<file path="config.mk">
export PLATFORM = sky130hd
export DESIGN_NAME = spi_flash_reader
export DESIGN_NICKNAME = d
export VERILOG_FILES = /design/src/rtl/spi_rd_pkg.sv /design/src/rtl/spi_arb2.sv /design/src/rtl/spi_bit_shifter.sv /design/src/rtl/spi_mmap_seq.sv /design/src/rtl/spi_flash_reader.sv
export SDC_FILE = /design/constraint.sdc
export NUM_CORES = 1
export LEC_CHECK = 0
export ABC_CLOCK_PERIOD_IN_PS = 4800
export BUFFER_PORTS_ARGS = -buffer_cell sky130_fd_sc_hd__buf_2
export CAP_MARGIN = 20
export CORE_ASPECT_RATIO = 2
export CORE_UTILIZATION = 41
export CTS_BUF_LIST = sky130_fd_sc_hd__clkbuf_4 sky130_fd_sc_hd__clkbuf_8 sky130_fd_sc_hd__clkbuf_16
export DETAILED_ROUTE_END_ITERATION = 12
export HOLD_SLACK_MARGIN = 0.08
export PLACE_DENSITY = 0.64
export RECOVER_POWER = 50
export SETUP_SLACK_MARGIN = 0.1
export SYNTH_ARGS = -nofsm -noshare
export SYNTH_HDL_FRONTEND = slang
export SYNTH_SLANG_ARGS = --single-unit
</file>
<file path="constraint.sdc">
create_clock -name clk_i -period 4.8 [get_ports clk_i]
set_input_delay 0.96 -clock clk_i [delete_from_list [all_inputs] [get_ports clk_i]]
set_output_delay 0.96 -clock clk_i [all_outputs]
set_load 0.02 [all_outputs]
</file>
<file path="src/rtl/spi_rd_pkg.sv">
package spi_rd_pkg;
  localparam int WORD_W = 32;
  localparam int LEN_W  = 6;
  localparam logic [7:0] CMD_READ = 8'h03;

  typedef enum logic [2:0] {
    SEQ_IDLE,
    SEQ_CMD,
    SEQ_ADDR,
    SEQ_DUMMY,
    SEQ_DATA,
    SEQ_ACK
  } seq_state_e;
endpackage

</file>
<file path="src/rtl/spi_arb2.sv">
module spi_arb2 (
  input  logic       clk_i,
  input  logic       rst_ni,
  input  logic [1:0] req_i,
  output logic       grant_o
);
  always_ff @(posedge clk_i or negedge rst_ni) begin
    if (!rst_ni) grant_o <= 1'b0;
    else if (!req_i[grant_o] && req_i[~grant_o]) grant_o <= ~grant_o;
  end
endmodule

</file>
<file path="src/rtl/spi_bit_shifter.sv">
module spi_bit_shifter #(
  parameter int CLK_DIV = 4,
  parameter int WORD_W  = 32,
  parameter int LEN_W   = 6
) (
  input  logic              clk_i,
  input  logic              rst_ni,
  input  logic              start_i,
  input  logic [WORD_W-1:0] data_i,
  input  logic [LEN_W-1:0]  len_i,
  input  logic              miso_i,
  output logic              done_o,
  output logic [WORD_W-1:0] rx_o,
  output logic              sck_o,
  output logic              mosi_o
);
  localparam int HALF  = CLK_DIV / 2;
  localparam int DIV_W = $clog2(HALF) + 1;

  logic [WORD_W-1:0] sr_q;
  logic [LEN_W-1:0]  cnt_q, shamt;
  logic [DIV_W-1:0]  div_q;
  logic              busy_q, samp_q;

  assign shamt  = LEN_W'(WORD_W) - len_i;
  assign rx_o   = sr_q;
  assign mosi_o = sr_q[WORD_W-1];

  always_ff @(posedge clk_i or negedge rst_ni) begin
    if (!rst_ni) begin
      sr_q   <= '0;
      cnt_q  <= '0;
      div_q  <= '0;
      busy_q <= 1'b0;
      samp_q <= 1'b0;
      sck_o  <= 1'b0;
      done_o <= 1'b0;
    end else begin
      done_o <= 1'b0;
      if (start_i && !busy_q) begin
        sr_q   <= data_i << shamt;
        cnt_q  <= len_i;
        div_q  <= '0;
        sck_o  <= 1'b0;
        busy_q <= 1'b1;
      end else if (busy_q) begin
        if (div_q == DIV_W'(HALF - 1)) begin
          div_q <= '0;
          sck_o <= ~sck_o;
          if (!sck_o) begin
            samp_q <= miso_i;           // rising edge: sample
          end else begin                // falling edge: advance
            sr_q  <= {sr_q[WORD_W-2:0], samp_q};
            cnt_q <= cnt_q - 1'b1;
            if (cnt_q == LEN_W'(1)) begin
              busy_q <= 1'b0;
              done_o <= 1'b1;
            end
          end
        end else begin
          div_q <= div_q + 1'b1;
        end
      end
    end
  end
endmodule

</file>
<file path="src/rtl/spi_mmap_seq.sv">
module spi_mmap_seq
  import spi_rd_pkg::*;
#(
  parameter int ADDR_W = 22
) (
  input  logic              clk_i,
  input  logic              rst_ni,
  input  logic              bus_valid_i,
  input  logic              bus_we_i,
  input  logic [ADDR_W-1:0] bus_addr_i,
  input  logic [LEN_W-1:0]  dummy_i,
  output logic              bus_ack_o,
  output logic [WORD_W-1:0] bus_rdata_o,
  output logic              req_o,
  input  logic              ready_i,
  input  logic              done_i,
  input  logic [WORD_W-1:0] rx_i,
  output logic              start_o,
  output logic [WORD_W-1:0] data_o,
  output logic [LEN_W-1:0]  len_o
);
  localparam int BYTE_AW = ADDR_W + 2;

  seq_state_e        state_q;
  logic [ADDR_W-1:0] addr_q;
  logic [LEN_W-1:0]  dummy_q;
  logic              phase;

  assign phase     = (state_q != SEQ_IDLE) && (state_q != SEQ_ACK);
  assign req_o     = phase;
  assign start_o   = phase && ready_i;
  assign bus_ack_o = (state_q == SEQ_ACK);

  always_comb begin
    data_o = '0;
    len_o  = '0;
    case (state_q)
      SEQ_CMD:   begin data_o = WORD_W'(CMD_READ);          len_o = LEN_W'(8);       end
      SEQ_ADDR:  begin data_o = WORD_W'({addr_q, 2'b00});   len_o = LEN_W'(BYTE_AW); end
      SEQ_DUMMY: begin data_o = '0;                         len_o = dummy_q;         end
      SEQ_DATA:  begin data_o = '0;                         len_o = LEN_W'(WORD_W);  end
      default:   ;
    endcase
  end

  always_ff @(posedge clk_i or negedge rst_ni) begin
    if (!rst_ni) begin
      state_q     <= SEQ_IDLE;
      addr_q      <= '0;
      dummy_q     <= '0;
      bus_rdata_o <= '0;
    end else begin
      case (state_q)
        SEQ_IDLE: if (bus_valid_i) begin
          addr_q  <= bus_addr_i;
          dummy_q <= dummy_i;
          state_q <= bus_we_i ? SEQ_ACK : SEQ_CMD;
        end
        SEQ_CMD:   if (done_i) state_q <= SEQ_ADDR;
        SEQ_ADDR:  if (done_i) state_q <= (dummy_q == '0) ? SEQ_DATA : SEQ_DUMMY;
        SEQ_DUMMY: if (done_i) state_q <= SEQ_DATA;
        SEQ_DATA:  if (done_i) begin
          bus_rdata_o <= rx_i;
          state_q     <= SEQ_ACK;
        end
        default:   state_q <= SEQ_IDLE;
      endcase
    end
  end
endmodule

</file>
<file path="src/rtl/spi_flash_reader.sv">
module spi_flash_reader
  import spi_rd_pkg::*;
#(
  parameter int CLK_DIV = 4,
  parameter int ADDR_W  = 22
) (
  input  logic              clk_i,
  input  logic              rst_ni,
  input  logic              bus_valid_i,
  input  logic              bus_we_i,
  input  logic [ADDR_W-1:0] bus_addr_i,
  input  logic [5:0]        cfg_dummy_i,
  output logic              bus_ack_o,
  output logic [31:0]       bus_rdata_o,
  input  logic              raw_req_i,
  input  logic              raw_valid_i,
  input  logic [31:0]       raw_data_i,
  input  logic [5:0]        raw_len_i,
  output logic              raw_ready_o,
  output logic              raw_done_o,
  output logic [31:0]       raw_rdata_o,
  output logic              sck_o,
  output logic              csn_o,
  output logic              mosi_o,
  input  logic              miso_i
);
  localparam int GAP_W = $clog2(CLK_DIV + 1);

  logic              grant_q;
  logic              mm_req, mm_start, mm_ready;
  logic [WORD_W-1:0] mm_data, seg_data, rx;
  logic [LEN_W-1:0]  mm_len, seg_len;
  logic              seg_start, seg_done, seg_ready, raw_start, cs_want;
  logic              csn_q, pend_q;
  logic [GAP_W-1:0]  gap_q;

  spi_arb2 i_arb (
    .clk_i   (clk_i),
    .rst_ni  (rst_ni),
    .req_i   ({raw_req_i, mm_req}),
    .grant_o (grant_q)
  );

  spi_mmap_seq #(.ADDR_W(ADDR_W)) i_seq (
    .clk_i       (clk_i),
    .rst_ni      (rst_ni),
    .bus_valid_i (bus_valid_i),
    .bus_we_i    (bus_we_i),
    .bus_addr_i  (bus_addr_i),
    .dummy_i     (cfg_dummy_i),
    .bus_ack_o   (bus_ack_o),
    .bus_rdata_o (bus_rdata_o),
    .req_o       (mm_req),
    .ready_i     (mm_ready),
    .done_i      (seg_done && !grant_q),
    .rx_i        (rx),
    .start_o     (mm_start),
    .data_o      (mm_data),
    .len_o       (mm_len)
  );

  // Shifter is free once CSn is down and the last segment has finished
  assign seg_ready   = !csn_q && !pend_q;
  assign mm_ready    = seg_ready && !grant_q;
  assign raw_ready_o = seg_ready && grant_q && raw_req_i;
  assign raw_start   = raw_valid_i && raw_ready_o;

  assign seg_start = grant_q ? raw_start  : mm_start;
  assign seg_data  = grant_q ? raw_data_i : mm_data;
  assign seg_len   = grant_q ? raw_len_i  : mm_len;
  assign cs_want   = grant_q ? raw_req_i  : mm_req;

  assign raw_done_o  = seg_done && grant_q;
  assign raw_rdata_o = rx;
  assign csn_o       = csn_q;

  always_ff @(posedge clk_i or negedge rst_ni) begin
    if (!rst_ni) begin
      csn_q  <= 1'b1;
      gap_q  <= '0;
      pend_q <= 1'b0;
    end else begin
      if (!cs_want) begin
        csn_q <= 1'b1;
        if (!csn_q) gap_q <= GAP_W'(CLK_DIV);
        else if (gap_q != '0) gap_q <= gap_q - 1'b1;
      end else if (csn_q) begin
        if (gap_q == '0) csn_q <= 1'b0;
        else gap_q <= gap_q - 1'b1;
      end
      if (seg_start) pend_q <= 1'b1;
      else if (seg_done) pend_q <= 1'b0;
    end
  end

  spi_bit_shifter #(.CLK_DIV(CLK_DIV), .WORD_W(WORD_W), .LEN_W(LEN_W)) i_shift (
    .clk_i   (clk_i),
    .rst_ni  (rst_ni),
    .start_i (seg_start),
    .data_i  (seg_data),
    .len_i   (seg_len),
    .miso_i  (miso_i),
    .done_o  (seg_done),
    .rx_o    (rx),
    .sck_o   (sck_o),
    .mosi_o  (mosi_o)
  );
endmodule

</file>
# Yosys cells after proc, flatten, opt, wreduce, memory -nomap -nowiden
# Cells that the tools add are included.
# totals
register_bits,113
inputBits,73
output_inout_bits,70
# op_classes
n_addsub,4
magnitude_cmp,2
n_eq_ne,16
shifts,1
n_mux,51
n_bitwise,3
reduce_logical,32
# op_table
op,count
2-to-1 mux 32 bit,5
one-hot mux 24 bit (2 select lines),1
2-to-1 mux 3 bit,12
left shift 32 x 6 -> 32 bit,1
2-to-1 mux 6 bit,5
one-hot mux 6 bit (4 select lines),1
2-to-1 mux 1 bit,23
one-hot mux 3 bit (5 select lines),1
logical AND 1 bit,11
!= test 2 x 1 -> 1 bit (second input constant),5
nonzero test 2 bit,4
equality test 3 x 2 -> 1 bit (second input constant),2
equality test 3 bit (second input constant),2
equality test 6 x 1 -> 1 bit (second input constant),1
logical NOT 3 bit,2
logical NOT 6 bit,1
2-to-1 mux 2 bit,3
AND reduction 2 bit,3
AND reduction 3 bit,2
nonzero test 3 bit,2
subtractor 6 x 1 -> 6 bit (second input constant),1
subtractor 6 bit (first input constant),1
logical NOT 1 bit,5
AND reduction 5 bit,1
other kinds (10),14

# Depth between registers and ports, before layout
# logic_depth
word_depth,9
depth_mapped,17

# Modules after synthesis
# From an unflattened synthesis, not the netlist that was laid out.
# unflattened
cells_unflattened,670
area_unflattened_um2,7462.2
# by_module_without_submodules
mod,n_inst,cells_each,area_per_inst_um2
spi_bit_shifter,1,379,3687.3
spi_mmap_seq,1,211,2951.6
spi_flash_reader,1,76,785.8
spi_arb2,1,4,37.5

# Least setup slack after synthesis
# OpenSTA, ideal clock, no wires.
# synth_path
path_type,flip-flop to flip-flop
from,register i_arb.grant_o
to,register i_shift.sr_q[30] (netlist: i_shift.rx_o[30])
setup_ps,126
arrival_ps,3453
slack_ps,1221
path_stages_with_launch,14
path_buffers,6
synth_period_minus_slack_ps,3579
path_cell_list,dfrtp_1 buf_2 buf_4 clkbuf_1 clkbuf_1 nor2b_1 a22oi_1 ha_1 clkbuf_1 inv_2 clkbuf_1 mux4_2 and3_1 o32a_1
# synth_between
elab_chain_cells,7
word_cells_on_any_way,17
cone_classes,1 x add/sub; 1 x shift; 4 x mux; 11 x reduce/logical
# synth_rtl
element,line_no,text
"start, declared",spi_arb2.sv:5,output logic grant_o
"start signal, assigned",spi_arb2.sv:9,else if (!req_i[grant_o] && req_i[~grant_o]) grant_o <= ~grant_o;
branches (longest 7 deep; another with subtractor 6 bit),-,
"end signal, assigned",spi_bit_shifter.sv:41,sr_q <= data_i << shamt;
"end signal, assigned",spi_bit_shifter.sv:53,"sr_q <= {sr_q[WORD_W-2:0], samp_q};"
"end, declared",spi_bit_shifter.sv:20,logic [WORD_W-1:0] sr_q;
# Several ways; the timed one is not identified.
# A chain may end at the register's enable or synchronous reset.

# Final worst setup path
# Same ends and word-level chain as after synthesis.

==> run metrics <==
critical path, cell by cell a22oi_1, ha_1, a221oi_1, or2_1, buf_4, mux4_2, and3_1, o32a_1; Logic pwr share ~4.3%; nets@finish approximately 900; max_cap viols 2; sequential cell fraction of total power between 40% and 50%; clk_lat worst skew 420 ps; Final GP Congestion 0.9393; routed length on met3 737 um; P_int between 1.5 and 2 mW; Worst EP required around 5000 ps; total of warnings raised by yosys 0; wire per inst 19.38 um; Synth Cell Area ~0.007 mm^2; post-synth cell types 70; final setup vio count 0; Residual DRC 0; DP HPWL between 15000 and 20000 um; slowest stage cell, crit path dfrtp_1; CP Launch Type flip-flop; Critical Path AT between 4000 and 5000 ps; Synth Area in Adders 0.8873%; final count of hold timing violations 0; Syn Area/Cell a little over 10 um^2; Tmin final a little under 4000 ps; Placed Instance Area 0.007891 mm^2; Net Sw Frac 23.11%; Max stage delay on crit path approximately 950 ps; Post-CTS Setup Inserts 0; Synth Area in Simple Gates 12.71%; first-pass GRT wire length 31590 um; Rows between 60 and 70; async set-reset flop share out of synthesis 100.0%; Synth Flop Type dfrtp_1; Initial Util 42.05%; clock power share ~51%; max-slew violation count 79; PortBufs 142; Net Sw Power approximately 500 uW; Diodes inserted 0; Synth Register Bits 113; VDD IR max about 0.23 mV; GR Util All Layers a little under a quarter; Seq/Total Area, Yosys 40.12%; vias in the first global route roughly 6000; GRT overflow 0; Leak 4.019 nW; crit-path max FO 26; DR iter-0 viols around 250; fmax about 0.25 GHz; compound-cell area share of the yosys netlist between 15 and 20%; relative slew slack -65.54%; Post-synth EDFFs 0; Clock Tree Buf Depth 2; largest net degree at the start of global routing between 40 and 50; CTS Hold Buffers Added 0; post-cts gate resize count 0; Tcrit/Tclk final roughly four fifths; status finished with violations; Post-Place Cells between 1000 and 1500; num ports around 140; vias approximately 6000; Syn Nets about 770; hold slack between 400 and 500 ps; Clk pin slew, worst setup/hold paths around 60 ps; Met1 Wirelength around 7600 um; unrepaired setup endpoints after global routing false; Routed WL roughly 20000 um; post-synthesis mux area share about 23%; CTS Sinks roughly 110; Power per Cell Area ~260 mW/mm^2; fin area ~0.0084 mm^2; drt pass-1 iters 4; area growth from synthesis to layout 19.41%; CP Class reg2reg; Synth Area in XOR/XNOR 1.242%; Tot Pwr roughly 2.2 mW; CORE AREA about 0.017 mm^2; fin cells 1032; DR vias/cell between 5 and 6; root buffer cell clkbuf_16; setup TNS 0 ps; top routing layer in use met4; worst slew pin tran 2483 ps; Routed Antenna Nets 0; synthesized instance count 688; CTS tree yes; Die H around 190 um; failing checks capacitance limit, slew limit; Die Wd about 95 um; CTS HTree Levels 4; antenna violations before repair 0; Die ar. ~0.018 mm^2; Critical Path Sink Type flip-flop; Worst Skew ~12 ps; share of post-route cells with drive strength above 1 around 34%; largest family of logic cells by synthesized area multiplexers; CTS Buf Count 17; met2 WL post-DR 10710 um; min-delay worst type reg2reg
area by class of cell:
cell class                 instances  area, um^2
clock buffer                      20       466.7
clock inverter                    10       63.81
fill                            1636        8347
inverter                          13       48.80
multi-input combinational        509        3913
sequential                       113        2829
tap                              207       259.0
timing repair buffer             160       839.6
final timing paths:
path	to	cells after the start	slack (ps)	startpoint
worst min register to register	pend_q	1	480	pend_q
worst max-delay path	i_shift.rx_o[30]	8	870	i_arb.grant_o
worst min-delay path	pend_q	1	480	pend_q
worst max register to register	i_shift.rx_o[30]	8	870	i_arb.grant_o
max in group asynchronous	i_shift.cnt_q[4]	2	1460	rst_ni
min in group asynchronous	gap_q[2]	1	1300	rst_ni
metal layers:
metal	vias to the layer above	GRT usage, %
met5	-	0
met4	0	15.68
met3	55	3.943
met2	187	41.09
met1	2894	25.77
li1	2808	-
layout by cell type (no fill, tap or decap), drive strengths merged, types with 3 or more instances in the layout:
cell type	n
buf	145
o21ai	61
or2	4
nor2	53
a41oi	3
o211ai	7
a211o	4
dfrtp	112
clkbuf	35
mux2i	35
o41ai	3
nand2	47
a21o	7
and3	12
o31ai	4
nand3	15
nor3b	3
a22oi	25
o22ai	3
clkinvlp	4
a31oi	4
xnor2	7
or3	4
a21oi	38
ha	5
mux4	20
o32a	4
clkinv	6
and2	7
o22a	7
xor2	3
nor3	11
mux2	71
nand2b	4
nor2b	10
inv	13
o21a	3
stage by stage:
step | worst slack (ps) | util, %
after floorplan | 1221 | -
after global placement | 885.5 | 47.07
after detailed placement | 796.6 | 47.07
after CTS | 960.0 | 50.23
after global routing | 641.1 | 50.22
final | 869.9 | 50.22
worst max-delay path, delay by kind of cell (launching register included):
family | cells | cell delay [ps]
compound gates | 3 | 1000
mux | 1 | 540
buf+inv | 1 | 340
simple gates | 2 | 640
flops | 1 | 950
fa+ha+maj | 1 | 330
power groups by stage:
stage	Clock, mW	Sequential (mW)	Combinational [mW]
2_1_floorplan	0	1.00	0.0273
3_3_place_gp	0	1.00	0.0974
3_5_place_dp	0	1.00	0.0982
4_1_cts	1.16	0.985	0.0986
5_1_grt	1.20	0.987	0.106
6_report	1.13	0.985	0.0954
synthesized netlist by cell type, drive strengths merged, types with 10 or more instances:
master / n / area [um^2]
a21oi: 38 / 190.2
a22oi: 25 / 201.4
and3: 12 / 75.07
buf: 26 / 163.9
clkbuf: 27 / 101.4
dfrtp: 112 / 2803
inv: 13 / 48.79
mux2: 71 / 803.3
mux2i: 35 / 350.3
mux4: 20 / 450.4
nand2: 47 / 176.4
nand3: 15 / 75.07
nor2: 53 / 201.5
nor2b: 10 / 62.56
nor3: 11 / 71.32
o21ai: 61 / 305.3
cell families (layout without fill, tap and decap cells):
group	count (synthesis)	count (layout)
DFF	113	113
buffers and inverters	66	203
adders and majority gates	5	5
AOI/OAI and AO/OA	188	188
and+or+nand+nor	180	180
xor gates and xnor gates	10	10
muxes	126	126
registers in the layout (all words and copies together) (netlist names), 2 cells and up:
name,flops
i_shift.cnt_q,6
i_seq.bus_rdata_o,32
i_seq.state_q,3
gap_q,3
i_seq.dummy_q,6
i_shift.rx_o,32
i_seq.addr_q,22
i_shift.div_q,2
Note: power is estimated with default switching activity, not from simulation.
